## src/rtl/fenc_pkg.sv

```systemverilog
// Package: shared types and derived sizes for the flash encoder.
// Assumes N_TAPS >= 2 so that every tree has at least one level.
package fenc_pkg;

    typedef enum logic {
        WEIGHT_BOXCAR   = 1'b0,
        WEIGHT_BINOMIAL = 1'b1
    } weight_mode_e;

    // Sum of all tap weights for the chosen mode.
    function automatic int tap_gain(input int taps, input weight_mode_e mode);
        return (mode == WEIGHT_BINOMIAL) ? (1 << (taps - 1)) : taps;
    endfunction

    // Bits needed for the largest possible output value.
    function automatic int word_width(input int n_cmp, input int taps, input weight_mode_e mode);
        return $clog2(n_cmp * tap_gain(taps, mode) + 1);
    endfunction

    // Registered adder levels in the reduction tree.
    function automatic int tree_depth(input int taps, input weight_mode_e mode);
        return (mode == WEIGHT_BINOMIAL) ? (taps - 1) : $clog2(taps);
    endfunction

    // Cycles from the accepting edge to out_valid: tap stage, count stage, tree.
    function automatic int pipe_latency(input int taps, input weight_mode_e mode);
        return 2 + tree_depth(taps, mode);
    endfunction

endpackage

```

## src/rtl/fenc_tap_line.sv

```systemverilog
// Module: delay-tap history of comparator vectors.
// Tap 0 holds the newest accepted vector. The taps move only when cmp_valid
// is high. A fill counter marks when every tap holds a real sample.
module fenc_tap_line #(
    parameter int N_CMP  = 15,
    parameter int N_TAPS = 10
)(
    input  logic                          clk,
    input  logic                          rst_n,
    input  logic                          cmp_valid,
    input  logic [N_CMP-1:0]              cmp_therm,
    output logic [N_TAPS-1:0][N_CMP-1:0]  taps,
    output logic                          frame_valid
);
    localparam int FILL_W = $clog2(N_TAPS + 1);

    logic [FILL_W-1:0] fill_q;

    // Shift the history on each accepted vector and flag complete windows.
    always_ff @(posedge clk) begin
        if (!rst_n) begin
            taps        <= '0;
            fill_q      <= '0;
            frame_valid <= 1'b0;
        end else begin
            frame_valid <= cmp_valid && (fill_q >= FILL_W'(N_TAPS - 1));
            if (cmp_valid) begin
                taps <= {taps[N_TAPS-2:0], cmp_therm};
                if (fill_q != FILL_W'(N_TAPS)) begin
                    fill_q <= fill_q + 1'b1;
                end
            end
        end
    end

endmodule

```

## src/rtl/fenc_tap_count.sv

```systemverilog
// Module: per-tap population count, registered.
// Each tap's bits are added one by one, so bubbles count like any other
// set bit. The results are widened to the output width for the tree.
module fenc_tap_count #(
    parameter int N_CMP  = 15,
    parameter int N_TAPS = 10,
    parameter int OW     = 8
)(
    input  logic                          clk,
    input  logic                          rst_n,
    input  logic [N_TAPS-1:0][N_CMP-1:0]  taps,
    input  logic                          frame_valid,
    output logic [N_TAPS-1:0][OW-1:0]     counts,
    output logic                          counts_valid
);
    logic [N_TAPS-1:0][OW-1:0] count_d;

    // Count the ones of every tap.
    always_comb begin
        for (int t = 0; t < N_TAPS; t++) begin
            count_d[t] = '0;
            for (int b = 0; b < N_CMP; b++) begin
                count_d[t] = count_d[t] + OW'(taps[t][b]);
            end
        end
    end

    // Register the counts together with their valid tag.
    always_ff @(posedge clk) begin
        if (!rst_n) begin
            counts       <= '0;
            counts_valid <= 1'b0;
        end else begin
            counts       <= count_d;
            counts_valid <= frame_valid;
        end
    end

endmodule

```

## src/rtl/fenc_boxcar_tree.sv

```systemverilog
// Module: uniform-weight reduction tree.
// A pipelined binary adder tree with one register per level. The leaves are
// padded with zeros up to a power of two. Every tap weighs one.
module fenc_boxcar_tree #(
    parameter int N_TAPS = 10,
    parameter int OW     = 8
)(
    input  logic                       clk,
    input  logic                       rst_n,
    input  logic [N_TAPS-1:0][OW-1:0]  leaf,
    input  logic                       leaf_valid,
    output logic [OW-1:0]              sum,
    output logic                       sum_valid
);
    localparam int DEPTH  = $clog2(N_TAPS);
    localparam int PADDED = 1 << DEPTH;

    logic [DEPTH-1:0] vld_q;

    for (genvar lv = 0; lv <= DEPTH; lv++) begin : lvl_g
        localparam int CNT = PADDED >> lv;
        logic [OW-1:0] node [CNT];
        if (lv == 0) begin : leaf_g
            // Load the tap counts and pad the unused leaves with zero.
            always_comb begin
                for (int i = 0; i < CNT; i++) begin
                    node[i] = '0;
                end
                for (int i = 0; i < N_TAPS; i++) begin
                    node[i] = leaf[i];
                end
            end
        end else begin : add_g
            // Add adjacent pairs of the level below.
            always_ff @(posedge clk) begin
                if (!rst_n) begin
                    for (int i = 0; i < CNT; i++) node[i] <= '0;
                end else begin
                    for (int i = 0; i < CNT; i++) begin
                        node[i] <= lvl_g[lv-1].node[2*i] + lvl_g[lv-1].node[2*i+1];
                    end
                end
            end
        end
    end

    // Carry the valid tag alongside the adder levels.
    always_ff @(posedge clk) begin
        if (!rst_n) begin
            vld_q <= '0;
        end else begin
            vld_q[0] <= leaf_valid;
            for (int k = 1; k < DEPTH; k++) vld_q[k] <= vld_q[k-1];
        end
    end

    assign sum       = lvl_g[DEPTH].node[0];
    assign sum_valid = vld_q[DEPTH-1];

endmodule

```

## src/rtl/fenc_pascal_tree.sv

```systemverilog
// Module: binomial-weight reduction tree.
// N_TAPS-1 registered levels, each adding neighbouring pairs. The single
// final node weighs tap j by C(N_TAPS-1, j), so no multiplier is needed.
module fenc_pascal_tree #(
    parameter int N_TAPS = 10,
    parameter int OW     = 8
)(
    input  logic                       clk,
    input  logic                       rst_n,
    input  logic [N_TAPS-1:0][OW-1:0]  leaf,
    input  logic                       leaf_valid,
    output logic [OW-1:0]              sum,
    output logic                       sum_valid
);
    localparam int DEPTH = N_TAPS - 1;

    logic [DEPTH-1:0] vld_q;

    for (genvar lv = 0; lv <= DEPTH; lv++) begin : lvl_g
        localparam int CNT = N_TAPS - lv;
        logic [OW-1:0] node [CNT];
        if (lv == 0) begin : leaf_g
            // Level zero is the row of tap counts.
            always_comb begin
                for (int i = 0; i < CNT; i++) node[i] = leaf[i];
            end
        end else begin : add_g
            // Overlapping pair sums build the next Pascal row.
            always_ff @(posedge clk) begin
                if (!rst_n) begin
                    for (int i = 0; i < CNT; i++) node[i] <= '0;
                end else begin
                    for (int i = 0; i < CNT; i++) begin
                        node[i] <= lvl_g[lv-1].node[i] + lvl_g[lv-1].node[i+1];
                    end
                end
            end
        end
    end

    // Carry the valid tag alongside the adder levels.
    always_ff @(posedge clk) begin
        if (!rst_n) begin
            vld_q <= '0;
        end else begin
            vld_q[0] <= leaf_valid;
            for (int k = 1; k < DEPTH; k++) vld_q[k] <= vld_q[k-1];
        end
    end

    assign sum       = lvl_g[DEPTH].node[0];
    assign sum_valid = vld_q[DEPTH-1];

endmodule

```

## src/rtl/flash_boxcar_encoder.sv

```systemverilog
// Module: filtering flash encoder top.
// Tap history, then per-tap counts, then a reduction tree chosen by
// WEIGHT_MODE. Assumes N_TAPS >= 2 and N_CMP >= 1. Latency is fixed per mode.
module flash_boxcar_encoder
    import fenc_pkg::*;
#(
    parameter int           N_CMP       = 15,
    parameter int           N_TAPS      = 10,
    parameter weight_mode_e WEIGHT_MODE = WEIGHT_BOXCAR,
    localparam int          OUT_W       = word_width(N_CMP, N_TAPS, WEIGHT_MODE)
)(
    input  logic              clk,
    input  logic              rst_n,
    input  logic              cmp_valid,
    input  logic [N_CMP-1:0]  cmp_therm,
    output logic              out_valid,
    output logic [OUT_W-1:0]  out_word
);
    logic [N_TAPS-1:0][N_CMP-1:0] taps;
    logic                         frame_valid;
    logic [N_TAPS-1:0][OUT_W-1:0] counts;
    logic                         counts_valid;

    fenc_tap_line #(.N_CMP(N_CMP), .N_TAPS(N_TAPS)) u_taps (
        .clk(clk), .rst_n(rst_n), .cmp_valid(cmp_valid), .cmp_therm(cmp_therm),
        .taps(taps), .frame_valid(frame_valid)
    );

    fenc_tap_count #(.N_CMP(N_CMP), .N_TAPS(N_TAPS), .OW(OUT_W)) u_count (
        .clk(clk), .rst_n(rst_n), .taps(taps), .frame_valid(frame_valid),
        .counts(counts), .counts_valid(counts_valid)
    );

    if (WEIGHT_MODE == WEIGHT_BINOMIAL) begin : pascal_g
        fenc_pascal_tree #(.N_TAPS(N_TAPS), .OW(OUT_W)) u_tree (
            .clk(clk), .rst_n(rst_n), .leaf(counts), .leaf_valid(counts_valid),
            .sum(out_word), .sum_valid(out_valid)
        );
    end else begin : boxcar_g
        fenc_boxcar_tree #(.N_TAPS(N_TAPS), .OW(OUT_W)) u_tree (
            .clk(clk), .rst_n(rst_n), .leaf(counts), .leaf_valid(counts_valid),
            .sum(out_word), .sum_valid(out_valid)
        );
    end

endmodule

```

## config.mk

```make
export PLATFORM = sky130hd
export DESIGN_NAME = flash_boxcar_encoder
export DESIGN_NICKNAME = d
export VERILOG_FILES = /design/src/rtl/fenc_pkg.sv /design/src/rtl/fenc_tap_line.sv /design/src/rtl/fenc_tap_count.sv /design/src/rtl/fenc_boxcar_tree.sv /design/src/rtl/fenc_pascal_tree.sv /design/src/rtl/flash_boxcar_encoder.sv
export SDC_FILE = /design/constraint.sdc
export NUM_CORES = 1
export LEC_CHECK = 0
export CAP_MARGIN = 10
export CELL_PAD_IN_SITES_DETAIL_PLACEMENT = 1
export CELL_PAD_IN_SITES_GLOBAL_PLACEMENT = 2
export CORE_UTILIZATION = 42
export CTS_CLUSTER_DIAMETER = 40
export DETAILED_ROUTE_END_ITERATION = 7
export PLACE_DENSITY_LB_ADDON = 0.1
export SLEW_MARGIN = 0
export SYNTH_ARGS = -nofsm -noshare
export SYNTH_HDL_FRONTEND = slang
export SYNTH_SLANG_ARGS = --single-unit
```

## constraint.sdc

```tcl
create_clock -name clk -period 4.4 [get_ports clk]
set_input_delay 1.32 -clock clk [delete_from_list [all_inputs] [get_ports clk]]
set_output_delay 1.32 -clock clk [all_outputs]
set_load 0.05 [all_outputs]
```

# Word-level counts from Yosys, hierarchy flattened
# Memories as Yosys holds them, arrays and structs flattened.
# Index checks and enable logic that the tools add are counted.
[word_totals]
memories = 4
out_inout_bits = 9
reg_bits = 240
ram_bits = 120
[op_classes]
reduce_logical = 3
n_bitwise = 14
add_sub_neg = 153
muxes = 18
n_eq_ne = 1
magnitude_cmp = 1
[mem_list]
columns = ["memory", "words", "word_bits", "rd", "rd_ports_with_merged_regs", "wr", "line", "rtl"]
rows = [
  ["boxcar_g.u_tree.lvl_g[1].node", 8, 8, 8, 0, 8, "fenc_boxcar_tree.sv:22", "logic [OW-1:0] node [CNT];"],
  ["boxcar_g.u_tree.lvl_g[2].node", 4, 8, 4, 0, 4, "fenc_boxcar_tree.sv:22", ""],
  ["boxcar_g.u_tree.lvl_g[3].node", 2, 8, 2, 0, 2, "fenc_boxcar_tree.sv:22", ""],
  ["boxcar_g.u_tree.lvl_g[4].node", 1, 8, 1, 0, 1, "fenc_boxcar_tree.sv:22", ""],
]
[ops]
columns = ["cell", "count"]
rows = [
  ["adder 8 x 1 -> 8 bit", 130],
  ["two-way mux 8 bit", 15],
  ["adder 8 bit", 12],
  ["adder 1 x 1 -> 2 bit", 10],
  ["OR 1 bit", 14],
  ["OR reduction 8 bit", 1],
  ["adder 4 x 1 -> 4 bit, second input constant", 1],
  ["greater-or-equal comparator 4 bit, second input constant", 1],
  ["!= test 4 bit, second input constant", 1],
  ["two-way mux 1 bit", 3],
  ["AND reduction 2 bit", 1],
  ["logical AND 1 bit", 1],
]

# Longest topological paths before layout
[logic_depth]
depth_word = 14
ltp_mapped = 14
ltp_nobuf = 14

# Modules after synthesis
# Synthesis repeated with hierarchy kept, for this count alone.
[hier_totals]
cells_unflattened = 1540
area_unflattened_um2 = 15579.9
[by_module_without_submodules]
columns = ["mod", "seq_area_each_um2", "area_each_um2", "cells_each", "n_inst"]
rows = [
  ["fenc_tap_line", 3103.0, 5871.9, 513, 1],
  ["fenc_boxcar_tree", 1841.8, 5171.2, 566, 1],
  ["fenc_tap_count", 820.8, 4536.9, 461, 1],
]

# Worst setup path after synthesis
# No wires, ideal clock.
[synth_path]
path_kind = "register to register"
start = "reg u_taps.taps[120] (netlist bit)"
end = "reg u_count.counts[67] (netlist bit)"
setup_time_ps = 128
arrival_ps = 3409
synth_period_minus_slack_ps = 3536
n_path_buf = 0
stages_incl_launch_ff = 15
t_required_ps = 4272
path_slack_ps = 864
path_cell_list = "dfxtp_1 ha_1 inv_1 fa_1 inv_1 fa_1 inv_1 fa_1 fa_1 inv_1 ha_1 a21o_1 a21oi_1 xor2_1 nor2_1"
[synth_via]
elab_chain_cells = 14
[synth_lines]
columns = ["element", "line", "rtl"]
rows = [
  ["start, declared", "fenc_tap_line.sv:12", "output logic [N_TAPS-1:0][N_CMP-1:0] taps,"],
  ["start signal, assigned", "fenc_tap_line.sv:28", "taps <= {taps[N_TAPS-2:0], cmp_therm};"],
  ["adder 1 x 1 -> 2 bit", "fenc_tap_count.sv:23", "count_d[t] = count_d[t] + OW'(taps[t][b]);"],
  ["adder 8 x 1 -> 8 bit (13 in series)", "fenc_tap_count.sv:23", ""],
  ["end signal, assigned", "fenc_tap_count.sv:34", "counts <= count_d;"],
  ["end, declared", "fenc_tap_count.sv:13", "output logic [N_TAPS-1:0][OW-1:0] counts,"],
]
# Every way passes these cells.
# A chain may end at the register's enable or synchronous reset.

# Final worst setup path
[layout_path]
start = "reg u_taps.taps[90] (netlist bit)"
end = "reg u_count.counts[50] (netlist bit)"
# The elaborated chain is that of the path after synthesis.

==> flow_metrics.env <==
export IMPL_p_leak_nw=7.52
export IMPL_drcViolationCount=0
export IMPL_power_density_mw_per_mm2=407
export IMPL_area_enclosed_by_the_die_boundary_sq_mm=0.0347
export IMPL_initial_utilization_pct=42.6
export IMPL_ctsRootBufferMaster="sky130_fd_sc_hd__clkbuf_16"
export IMPL_post_dp_hpwl_um=20400
export IMPL_fin_worst_skew_ps=13.9
export IMPL_dpl_worst_slack_ps=624
export IMPL_fin_crit_ps=3790
export IMPL_wire_length_of_the_first_global_routing_pass_um=49000
export IMPL_tritoncts_num_buffers=46
export IMPL_multi_input_gate_area_sq_mm=0.00749
export IMPL_grt_util_all_layers_pct=17.9
export IMPL_grt_max_degree=83
export IMPL_vias=9103
export IMPL_postRouteWirelength_um=28300
export IMPL_final_setup_worst_slack_ps=610
export IMPL_post_cts_hold_buffer_count=0
export IMPL_cts_sinks=282
export IMPL_crit_type="flip-flop to flip-flop"
export IMPL_final_setup_viol_count=0
export IMPL_cts_resized_gates=0
export IMPL_die_h_um=186
export IMPL_sequential_cell_area_sq_mm=0.00565
export IMPL_cp_end_kind="flip-flop"
export IMPL_timing_max_transition_violations_final=0
export IMPL_min_period_over_period_pct=86.1
export IMPL_grt_remaining_overflow=0
export IMPL_ys_types=45
export IMPL_antenna_cells_inserted=0
export IMPL_port_buffers=26
export IMPL_gpl_final_weighted_congestion=0.740
export IMPL_synthesized_area_sq_mm=0.0143
export IMPL_peakVddDrop_uv=300
export IMPL_post_synth_inst_count=1431
export IMPL_synthesis_yosys_warnings=0
export IMPL_area_growth_synth_to_final_pct=16.2
export IMPL_detail_route_wl_per_cell_um=14.5
export IMPL_clock_path_buffers=3
export IMPL_grt_pass1_vias=10000
export IMPL_result_of_the_run="complete, no violations"
export IMPL_min_path_type="flip-flop to flip-flop"
export IMPL_synthArstFlopShare_pct=0
export IMPL_synth_enable_flop_cells=0
export IMPL_clkLatencyLatePin_ps=560
export IMPL_cts_htree_levels=2
export IMPL_cts_setup_buffers=0
export IMPL_final_layout_size_suffix_gt1_share_pct=6.27
export IMPL_synth_seq_cells=282
export IMPL_required_time_worst_endpoint_ps=4810
export IMPL_ant_nets=0
export IMPL_ys_dominant_reg_cell="sky130_fd_sc_hd__dfxtp_1"
export IMPL_design_core_area_sq_mm=0.0334
export IMPL_setup_worst_path_start_class="flip-flop"
export IMPL_io_pin_count=27
export IMPL_cp_arrival_ps=4200
export IMPL_fin_setup_tns_ps=0
export IMPL_cts_reportedPaths_clkPinSlew_ps=50
export IMPL_nets=1695
export IMPL_finalHoldViolCount=0
export IMPL_critPathMaxFanout=3
export IMPL_fmaxAchievable_mhz=264
export IMPL_worst_slew_pin_slew_ps=729
export IMPL_detailedRoute_firstPassIterationCount=4
export IMPL_die_width_um=186
export IMPL_synth_seq_area_share_pct=39.6
export IMPL_max_cap_viol_count=0
export IMPL_dr_first_iter_drc_count=246
export IMPL_antenna_found_initial=0
export IMPL_floorplan_rows=67
export IMPL_slew_limit_headroom_pct=51.4
export IMPL_syn_nets=1662
export IMPL_drt_vias_per_instance=4.68
export IMPL_tritoncts="built"
export IMPL_fillers=3626
export IMPL_rsz_0062_raised_after_global_routing="false"
export IMPL_avgSynthCellArea_sq_um=9.97
-- where the power goes --
group,total [mW],internal [mW],switching [mW]
clock,3.68,2.40,1.28
combinational,0.401,0.171,0.230
sequential,2.65,2.62,0.0347
-- kinds of logic (layout without fill, tap and decap cells) --
group | count (synthesis) | in the layout | synth area share (%)
AOI/OAI and AO/OA | 111 | 111 | 5.10
xor gates and xnor gates | 18 | 18 | 1.11
adders and majority gates | 213 | 213 | 23.9
buffers and inverters | 294 | 362 | 7.92
DFF | 282 | 282 | 39.6
muxes | 152 | 152 | 10.7
and+or+nand+nor | 361 | 361 | 11.7
-- critical path, cell delays in order, from the launching register on --
cell and delay [ps]:
sky130_fd_sc_hd__dfxtp_1 340, sky130_fd_sc_hd__ha_1 280, sky130_fd_sc_hd__inv_1 40, sky130_fd_sc_hd__fa_1 480
sky130_fd_sc_hd__inv_1 60, sky130_fd_sc_hd__fa_1 510, sky130_fd_sc_hd__fa_1 520, sky130_fd_sc_hd__inv_1 60
sky130_fd_sc_hd__fa_1 470, sky130_fd_sc_hd__inv_1 40, sky130_fd_sc_hd__ha_1 200, sky130_fd_sc_hd__fa_1 400
sky130_fd_sc_hd__xnor2_1 190, sky130_fd_sc_hd__nor2_1 70
-- per-stage QoR --
stage	cells	utilization [%]	cell area, sq um	total power, mW	hold WS, ps
floorplan	1431	-	14300	2.99	412
finish	1947	49.5	16600	6.74	431
detailed placement	1864	44.8	15000	3.12	421
CTS	1947	49.5	16600	6.86	433
global route	1947	49.5	16600	7.04	443
global placement	1864	44.8	15000	3.11	415
-- metal layers --
metal	vias up	GRT usage, %	wire length, um
met5	-	0	0
met3	46	3.54	808
met4	0	5.31	593
met2	72	30.3	13200
met1	4374	23.0	13700
li1	4611	-	-
-- Yosys cell counts (2+ instances only) --
library cell               instances  share of area [%]
sky130_fd_sc_hd__a2111o_1          2               0.16
sky130_fd_sc_hd__a211o_1           3               0.18
sky130_fd_sc_hd__a211oi_1          5               0.26
sky130_fd_sc_hd__a21boi_0          5               0.26
sky130_fd_sc_hd__a21o_1           21                1.1
sky130_fd_sc_hd__a21oi_1          31                1.1
sky130_fd_sc_hd__a31oi_1           2              0.088
sky130_fd_sc_hd__and2_1           41                1.8
sky130_fd_sc_hd__and2b_1           2               0.11
sky130_fd_sc_hd__and3_1            2              0.088
sky130_fd_sc_hd__buf_1             5               0.13
sky130_fd_sc_hd__buf_2            21               0.74
sky130_fd_sc_hd__clkbuf_1         23               0.61
sky130_fd_sc_hd__dfxtp_1         282                 40
sky130_fd_sc_hd__fa_1             99                 14
sky130_fd_sc_hd__ha_1            114                 10
sky130_fd_sc_hd__inv_1           244                6.4
sky130_fd_sc_hd__mux2i_1         151                 11
sky130_fd_sc_hd__nand2_1          24               0.63
sky130_fd_sc_hd__nand2b_1          4               0.18
sky130_fd_sc_hd__nand3_1           5               0.18
sky130_fd_sc_hd__nand3b_1          2               0.11
sky130_fd_sc_hd__nand4_1           2              0.088
sky130_fd_sc_hd__nor2_1          209                5.5
sky130_fd_sc_hd__nor2b_1          26                1.1
sky130_fd_sc_hd__nor3_1           23               0.81
sky130_fd_sc_hd__nor3b_1          12               0.63
sky130_fd_sc_hd__nor4_1            4               0.18
sky130_fd_sc_hd__o211a_1           5               0.35
sky130_fd_sc_hd__o211ai_1          3               0.16
sky130_fd_sc_hd__o21a_1            6               0.32
sky130_fd_sc_hd__o21ai_0          21               0.74
sky130_fd_sc_hd__o311ai_0          2               0.12
sky130_fd_sc_hd__o31ai_1           2               0.11
sky130_fd_sc_hd__or3_1             2              0.088
sky130_fd_sc_hd__xnor2_1           6               0.37
sky130_fd_sc_hd__xor2_1           12               0.74
-- flip-flops by register name, indices dropped and copies added (netlist names) --
signal	cells
boxcar_g.u_tree.lvl_g.node	72
boxcar_g.u_tree.vld_q	4
u_count.counts	50
u_count.counts_valid	1
u_taps.fill_q	4
u_taps.frame_valid	1
u_taps.taps	150
-- cell usage in the layout, fill, tap and decap left out, types with 26 or more instances in the layout --
cell and count:
sky130_fd_sc_hd__dfxtp_1 282, sky130_fd_sc_hd__inv_1 244, sky130_fd_sc_hd__nor2_1 209, sky130_fd_sc_hd__mux2i_1 151
sky130_fd_sc_hd__ha_1 114, sky130_fd_sc_hd__fa_1 99, sky130_fd_sc_hd__clkbuf_16 46, sky130_fd_sc_hd__and2_1 41
sky130_fd_sc_hd__a21oi_1 31, sky130_fd_sc_hd__nor2b_1 26
-- area by class of cell --
| type | instances | area share, % |
|---|---|---|
| clock buffers | 53 | 7.35 |
| flip-flops and latches | 282 | 34.1 |
| clock inverters | 30 | 2.27 |
| repair buffers | 34 | 2.15 |
| multi-input cells | 855 | 45.2 |
| inverters | 245 | 5.58 |
| well taps | 448 | 3.38 |
-- worst paths after layout --
kind,cells past startpoint,slack (ps),endpoint,startpoint
max,13,610,u_count.counts[50],u_taps.taps[90]
min,1,430,boxcar_g.u_tree.lvl_g[2].node[2][5],boxcar_g.u_tree.lvl_g[1].node[1][5]
max reg2reg,13,610,u_count.counts[50],u_taps.taps[90]
min reg2reg,1,430,boxcar_g.u_tree.lvl_g[2].node[2][5],boxcar_g.u_tree.lvl_g[1].node[1][5]
No activity file was read; power rests on OpenSTA's default activity.
